**src/rtl/eeprom_i2c_pkg.sv**
```systemverilog
package eeprom_i2c_pkg;

    localparam int IMG_BYTES     = 256;
    localparam int BITS_PER_BYTE = 8;
    localparam int BIT_CNT_W     = $clog2(BITS_PER_BYTE);

    typedef enum logic [2:0] {
        ST_IDLE,
        ST_CMD,
        ST_CMD_ACK,
        ST_ADDR,
        ST_ADDR_ACK
    } xfer_state_t;

    // Default contents: byte i holds (7*i + 3) mod 256.
    function automatic logic [IMG_BYTES*8-1:0] default_image();
        logic [IMG_BYTES*8-1:0] img;
        for (int i = 0; i < IMG_BYTES; i++) begin
            img[i*8 +: 8] = 8'((i * 7) + 3);
        end
        return img;
    endfunction

endpackage

```
**src/rtl/eeprom_bus_sampler.sv**
```systemverilog
module eeprom_bus_sampler (
    input  logic clk,
    input  logic rst,
    input  logic upd,
    input  logic scl_in,
    input  logic sda_in,
    output logic start_o,
    output logic stop_o,
    output logic rise_o,
    output logic stable_o
);

    logic scl_prev_q;
    logic sda_prev_q;
    logic clk_held_high;

    always_ff @(posedge clk) begin
        if (rst) begin
            scl_prev_q <= 1'b1;
            sda_prev_q <= 1'b1;
        end else if (upd) begin
            scl_prev_q <= scl_in;
            sda_prev_q <= sda_in;
        end
    end

    assign clk_held_high = scl_prev_q & scl_in;
    assign start_o  = clk_held_high &  sda_prev_q & ~sda_in;
    assign stop_o   = clk_held_high & ~sda_prev_q &  sda_in;
    assign rise_o   = ~scl_prev_q & scl_in;
    assign stable_o = (sda_prev_q == sda_in);

    // sampled history only advances on a strobe
    p_history_frozen_r11: assert property (@(posedge clk) disable iff (rst)
        !upd |=> ($stable(scl_prev_q) && $stable(sda_prev_q)));

endmodule

```
**src/rtl/eeprom_image_rom.sv**
```systemverilog
module eeprom_image_rom #(
    parameter int DEPTH = 256,
    parameter logic [eeprom_i2c_pkg::IMG_BYTES*8-1:0] IMAGE = eeprom_i2c_pkg::default_image()
) (
    input  logic [7:0] idx,
    output logic [7:0] q
);

    localparam int SLOT_W = $clog2(eeprom_i2c_pkg::IMG_BYTES);

    logic [SLOT_W-1:0] slot;

    // address folds onto the configured capacity
    assign slot = SLOT_W'(int'(idx) % DEPTH);
    assign q    = IMAGE[slot*8 +: 8];

endmodule

```
**src/rtl/i2c_eeprom_slave.sv**
```systemverilog
module i2c_eeprom_slave #(
    parameter int DEPTH = 256,
    parameter logic [eeprom_i2c_pkg::IMG_BYTES*8-1:0] IMAGE = eeprom_i2c_pkg::default_image()
) (
    input  logic clk,
    input  logic rst,
    input  logic line_upd,
    input  logic scl_in,
    input  logic sda_in,
    output logic sda_out
);
    import eeprom_i2c_pkg::*;

    localparam logic [BIT_CNT_W-1:0] LAST_BIT = BIT_CNT_W'(BITS_PER_BYTE - 1);

    xfer_state_t          state_q, state_n;
    logic [BIT_CNT_W-1:0] cnt_q, cnt_n;
    logic [7:0]           cmd_q, cmd_n;
    logic [7:0]           addr_q, addr_n;
    logic [7:0]           data_q, data_n;
    logic                 drv_q, drv_n;

    logic                 is_start, is_stop, is_rise, is_stable;
    logic [7:0]           addr_shift;
    logic [7:0]           rom_q;

    eeprom_bus_sampler u_sampler (
        .clk      (clk),
        .rst      (rst),
        .upd      (line_upd),
        .scl_in   (scl_in),
        .sda_in   (sda_in),
        .start_o  (is_start),
        .stop_o   (is_stop),
        .rise_o   (is_rise),
        .stable_o (is_stable)
    );

    assign addr_shift = (addr_q << 1) | {7'd0, sda_in};

    eeprom_image_rom #(
        .DEPTH (DEPTH),
        .IMAGE (IMAGE)
    ) u_rom (
        .idx (addr_shift),
        .q   (rom_q)
    );

    always_comb begin
        state_n = state_q;
        cnt_n   = cnt_q;
        cmd_n   = cmd_q;
        addr_n  = addr_q;
        data_n  = data_q;
        drv_n   = drv_q;
        if (line_upd) begin
            drv_n = 1'b1;
            if (is_start) begin
                state_n = ST_CMD;
                cnt_n   = '0;
                cmd_n   = '0;
            end else if (is_stop) begin
                state_n = ST_IDLE;
            end else if (is_rise) begin
                unique case (state_q)
                    ST_IDLE: begin
                    end
                    ST_CMD: begin
                        if (is_stable) begin
                            cmd_n = (cmd_q << 1) | {7'd0, sda_in};
                            if (cnt_q == LAST_BIT) begin
                                state_n = ST_CMD_ACK;
                                cnt_n   = '0;
                            end else begin
                                cnt_n = cnt_q + 1'b1;
                            end
                        end
                    end
                    ST_CMD_ACK: begin
                        drv_n   = 1'b0;
                        state_n = ST_ADDR;
                    end
                    ST_ADDR: begin
                        if (is_stable) begin
                            if (cmd_q[0]) begin
                                drv_n = data_q[7];
                            end
                            addr_n = addr_shift;
                            data_n = data_q << 1;
                            if (cnt_q == LAST_BIT) begin
                                data_n  = rom_q;
                                state_n = ST_ADDR_ACK;
                                cnt_n   = '0;
                            end else begin
                                cnt_n = cnt_q + 1'b1;
                            end
                        end
                    end
                    ST_ADDR_ACK: begin
                        drv_n   = 1'b0;
                        state_n = ST_IDLE;
                    end
                    default: begin
                    end
                endcase
            end
        end
    end

    // State register
    always_ff @(posedge clk) begin
        if (rst) begin
            state_q <= ST_IDLE;
            cnt_q   <= '0;
            cmd_q   <= '0;
            addr_q  <= '0;
            data_q  <= '0;
        end else begin
            state_q <= state_n;
            cnt_q   <= cnt_n;
            cmd_q   <= cmd_n;
            addr_q  <= addr_n;
            data_q  <= data_n;
        end
    end

    // Output register
    always_ff @(posedge clk) begin
        if (rst) begin
            drv_q <= 1'b1;
        end else begin
            drv_q <= drv_n;
        end
    end

    assign sda_out = drv_q;

    // nothing moves between strobes
    p_hold_between_strobes_r11: assert property (@(posedge clk) disable iff (rst)
        !line_upd |=> ($stable(state_q) && $stable(sda_out) && $stable(data_q)));

    // a START always lands in the first command bit
    p_start_enters_cmd_r3: assert property (@(posedge clk) disable iff (rst)
        (line_upd && is_start) |=> (state_q == ST_CMD && cnt_q == '0 && cmd_q == '0));

    // a STOP always lands in idle
    p_stop_goes_idle_r9: assert property (@(posedge clk) disable iff (rst)
        (line_upd && is_stop) |=> (state_q == ST_IDLE));

    // the command acknowledge slot pulls the line low
    p_cmd_ack_low_r4: assert property (@(posedge clk) disable iff (rst)
        (line_upd && state_q == ST_CMD_ACK && is_rise && !is_start && !is_stop)
        |=> (!sda_out && state_q == ST_ADDR));

    // idle ignores everything but START
    p_idle_released_r2: assert property (@(posedge clk) disable iff (rst)
        (line_upd && state_q == ST_IDLE && !is_start) |=> (state_q == ST_IDLE && sda_out));

    // a write command never drives data bits
    p_write_silent_r13: assert property (@(posedge clk) disable iff (rst)
        (line_upd && state_q == ST_ADDR && !cmd_q[0]) |=> sda_out);

endmodule

```
**config.mk**
```make
export PLATFORM = sky130hd
export DESIGN_NAME = i2c_eeprom_slave
export DESIGN_NICKNAME = d
export VERILOG_FILES = /design/src/rtl/eeprom_i2c_pkg.sv /design/src/rtl/eeprom_bus_sampler.sv /design/src/rtl/eeprom_image_rom.sv /design/src/rtl/i2c_eeprom_slave.sv
export SDC_FILE = /design/constraint.sdc
export NUM_CORES = 1
export LEC_CHECK = 0
export ABC_AREA = 0
export BUFFER_PORTS_ARGS = -buffer_cell sky130_fd_sc_hd__buf_4
export CAP_MARGIN = 5
export CORE_AREA = 2 2 82 45
export CTS_CLUSTER_SIZE = 28
export DETAILED_ROUTE_END_ITERATION = 7
export DIE_AREA = 0 0 84 47
export PLACE_DENSITY = 0.75
export REMOVE_ABC_BUFFERS = 1
export SYNTH_ARGS = -nofsm -noshare
export SYNTH_HDL_FRONTEND = slang
export SYNTH_SLANG_ARGS = --single-unit
```
**constraint.sdc**
```tcl
create_clock -name clk -period 3.25 [get_ports clk]
set_clock_uncertainty 0.05 [all_clocks]
set_input_delay 0.325 -clock clk [delete_from_list [all_inputs] [get_ports clk]]
set_output_delay 0.325 -clock clk [all_outputs]
set_load 0.005 [all_outputs]
```
After elaboration in Yosys (flattened, before gate mapping)
Index checks and enable logic that the tools add are counted.
Operators by class
  reductions and logical operators: 12
  shifts and indexed selects: 1
  add/sub/neg operators: 1
  muxes and demuxes: 26
  bitwise operators: 13
  eq/ne operators: 11
Operators by type and width (number)
  $shiftx 2048x12->8 const A: 1
  $mux 3: 13
  $ne 4x4->1 const B: 4
  $pmux 3 s4: 1
  $mux 1: 10
  $reduce_and 5->1: 2
  $mux 8: 1
  $or 8x1->8: 1
  $reduce_bool 2->1: 4
  $reduce_and 7->1: 1
  $and 1x1->1: 6
  $eq 3x2->1 const B: 2
  $eq 3x3->1 const B: 2
  $reduce_and 6->1: 1
  $reduce_bool 6->1: 1
  $not 1->1: 5
  $reduce_or 2->1: 2
  $add 3x1->3 const B: 1
  $eq 3x1->1 const B: 1
  $reduce_bool 3->1: 1
  $ne 2x2->1 const B: 1
  $pmux 1 s2: 1
  $eq 1x1->1: 1
  $or 1x1->1 const A: 1
Storage, ports and cells
  output and inout port bits: 1
  logic and storage cells: 72
  bits of input ports: 5
  register bits after elaboration: 25

Logic depth before layout (Yosys ltp)
  depth after elaboration: 7
  gate-level depth with buffers: 8
  mapped depth without buffers: 7

Cells and area by module
A second synthesis with hierarchy kept.
Second synthesis, totals
  cells, all modules: 201
  area, all modules: 1810.5 sq um
By module, submodules not included
  i2c_eeprom_slave: sequential area each 460.4 sq um, area an instance 1158.6 sq um, times used 1, cells an instance 113
  eeprom_image_rom: sequential area each 0.0 sq um, area an instance 548.0 sq um, times used 1, cells an instance 77
  eeprom_bus_sampler: sequential area each 40.0 sq um, area an instance 103.8 sq um, times used 1, cells an instance 11

Worst setup path after synthesis
No wires, ideal clock.
  path type: register -> register
  from: register addr_q[0]
  to: register data_q[5]
  setup time: 0.116 ns
  stages on the path, launching flop included: 8
  buffers on the path: 1
  period minus slack after synthesis: 1.725 ns
  setup slack: 1.525 ns
  arrival time: 1.559 ns
  data required time: 3.084 ns
  path through: dfxtp_1 > buf_2 > inv_1 > ha_1 > or2_2 > a31oi_1 > o2111ai_1 > a41o_1
Between the ends
  longest elaborated chain between the ends: 3
Ends and longest elaborated chain
  start, declared: RTL line i2c_eeprom_slave.sv:19  | logic [7:0] addr_q, addr_n;
  start signal, assigned: RTL line i2c_eeprom_slave.sv:122  | addr_q <= addr_n;
  $or 8x1->8: RTL line i2c_eeprom_slave.sv:39  | assign addr_shift = (addr_q << 1) | {7'd0, sda_in};
  $shiftx 2048x12->8: RTL line eeprom_image_rom.sv:15  | assign q = IMAGE[slot*8 +: 8];
  $mux 8: RTL line i2c_eeprom_slave.sv:90  | if (cnt_q == LAST_BIT) begin
  end signal, assigned: RTL line i2c_eeprom_slave.sv:123  | data_q <= data_n;
  end, declared: RTL line i2c_eeprom_slave.sv:20  | logic [7:0] data_q, data_n;
No other way between the ends.
A chain may end at the register's enable or synchronous reset.

Worst setup path in the final report
  from: register addr_q[2]
  to: register data_q[7]
Same word-level chain as after synthesis.

==> flow_summary.toml <==
[sta]
setup_ws_ps = 1140
finalHoldViolCount = 0
finalMaxSlewViolations = 0
period_share_pct = 65.0
setup-violations-final = 0
period_needed_ps = 2110
rsz0062_at_grt = "false"
max_freq_mhz = 473
relSlewSlack_pct = 40.7
final.setup.tns_ps = 0
worst_slew_pin_slew_ps = 888

[critical_path]
cp-startpoint = "addr_q[2]"
endpoint_kind = "flip-flop"
worstSetupPathType = "reg -> reg"
critical_path.startpoint_type = "flip-flop"
rrSetupSlack_ps = 1140
cp_data_arrival_time_ps = 2230
required_ps = 3370
r2r_start = "addr_q[2]"
cp_max_fo = 31

[final_layout]
area.sequential_um2 = 500
final_util_pct = 59.1
multi_input_area_mm2 = 0.00122
final_area_mm2 = 0.00192
final_cells = 272
fillers = 307
drive_gt1_share_pct = 10.0
nets = 244
syn_to_final_growth_pct = 2.95
antenna_cells = 0

[place]
post-place-ws_ps = 1200
placed_cells = 268
gp_congestion = 0.908
portBuffers = 5
dp.final_hpwl_um = 2900
post_dp_cell_area_mm2 = 0.00187

[clock_network]
root_buffer = "clkbuf_8"
path_clk_slew_ps = 90
h-tree-depth = 1
postCtsHoldBufs = 0
clk_latency_ps = 270
cts_setup_buffers = 0
cts_resized = 0
cts_buffers = 3
cts_sinks = 25
clockBufferDepth = 2
cts_tree = "built"

[route]
routedWlPerCell_um = 15.0
route.vias.total = 1649
drtAntennaViolNets = 0
viasPerCell = 6.06
drc = 0
drtPass1Iterations = 4
finalWirelength_um = 4070
first_iter_violations = 125

[global_route]
grt_pass1_wl_um = 6810
grt_start_max_net_pins = 32
grt_pass1_vias = 1354
antenna_found_initial = 0
grt_overflow = 0
grt_usage_pct = 22.1

[logic_synthesis]
yosysSeqAreaShare_pct = 26.8
synth_edf_count = 0
ys_types = 51
syn_area_per_cell_um2 = 7.83
ys_top_cells_by_area = "dfxtp_1 (27%), mux2i_1 (5.9%), nor2_1 (5.6%)"
synth-async-reset-ratio_pct = 0
syn_area_mm2 = 0.00186
synthFlopType = "dfxtp_1"
netlist_instances = 238
yosysWarnings = 0
synth_seq_cells = 25
synth_top_area_share_pct = 26.8
synth_top_cell_by_area = "dfxtp_1"

[power_and_ir_drop]
p_leak_nw = 0.656
p_per_area_mw_per_mm2 = 292
peakVddDrop_mv = 0.223

[die]
core-area_mm2 = 0.00325
rows = 15
fp.dieH_um = 47
ios = 6
die_w_um = 84
dieArea_mm2 = 0.00395
start_util_pct = 57.4

[status]
status = "finished clean"

[min_path]
worstHoldPathType = "in -> reg"
hold_path_startpoint = "scl_in"

[job]
drv_cap = 0
stage by stage:
step                hold WS, ps  power (W)
floorplan                   344   0.000357
global placement            408   0.000380
detailed placement          411   0.000381
CTS                         270   0.000566
global route                285   0.000582
finish                      279   0.000561
synthesized netlist by cell type, drive strengths merged, types with 2 or more instances:
library cell and number:
inv 8, or2 3, o31ai 2, o21ai 17
nor2b 8, nand2 13, ha 8, mux2i 11
o2111ai 2, a311oi 3, a211o 2, o211ai 4
nor3 5, a211oi 4, nor2 28, dfxtp 25
a21oi 13, o21a 2, nor4 2, clkbuf 7
xor2 2, a22oi 2, a31oi 5, xnor2 2
a41o 2, nand3 8, buf 14, and3 3
nand3b 6, nand2b 9, nor3b 3, o22a 2
state kept, by name (all words and copies together) (netlist names):
register / flops
addr_q: 7
cmd_q: 1
cnt_q: 3
data_q: 8
sda_out: 1
state_q: 3
u_sampler.scl_prev_q: 1
u_sampler.sda_prev_q: 1
placed cells by master, fill, tap and decap left out, types with 3 or more instances in the layout:
cell,count
nand3_1,8
inv_1,8
a31oi_1,5
or2_2,3
nand2_1,13
a211oi_1,4
buf_4,9
nor2b_1,8
nor2_1,28
nand3b_1,6
nand2b_1,9
nor3b_1,3
mux2i_1,11
a21oi_1,11
o21ai_0,17
a311oi_1,3
ha_1,8
dfxtp_1,25
nor3_1,4
clkbuf_8,3
o211ai_1,4
and3_1,3
cell families (layout without fill, tap and decap cells):
logic type,Yosys count,after routing,synth area share (%)
flip-flops,25,25,26.8
AND/OR/NAND/NOR,92,92,25.8
buffers and inverters,29,21,7.58
adder cells (fa/ha/maj),8,8,5.37
multiplexers,12,12,6.51
XOR/XNOR,4,4,2.28
AO/OA/AOI/OAI,68,68,25.6
worst max-delay path, stage by stage (launching register included):
cell     delay (ps)
dfxtp_1         910
nor4_1          120
nor3_1          320
o21ai_0         150
and3_1          190
o31a_1          260
layout make-up:
class / instances / area share (%)
clock buffer: 3 / 2.15
clock inverter: 1 / 0.261
inverter: 8 / 1.56
multi-input combinational: 184 / 63.7
sequential: 25 / 26.1
tap: 42 / 2.74
timing repair buffer: 9 / 3.52
power by group:
group	switching (W)	leakage, nW	internal, W
clock	0.000101	0.0255	0.0000859
sequential	0.00000782	0.202	0.000310
combinational	0.0000351	0.428	0.0000221
routing by layer:
metal	GRT usage [%]	vias to the layer above	wire, µm
met5	0	-	0
met4	4.19	0	14
met3	4.75	2	236
met2	29.6	49	1530
met1	35.4	755	2280
li1	-	843	-
worst paths after layout:
| check | cells past startpoint | endpoint |
|---|---|---|
| setup reg to reg | 5 | data_q[7] |
| hold / removal | 3 | u_sampler.scl_prev_q |
| hold reg to reg | 1 | cnt_q[0] |
| setup / recovery | 5 | data_q[7] |
No activity file was read; power rests on OpenSTA's default activity.
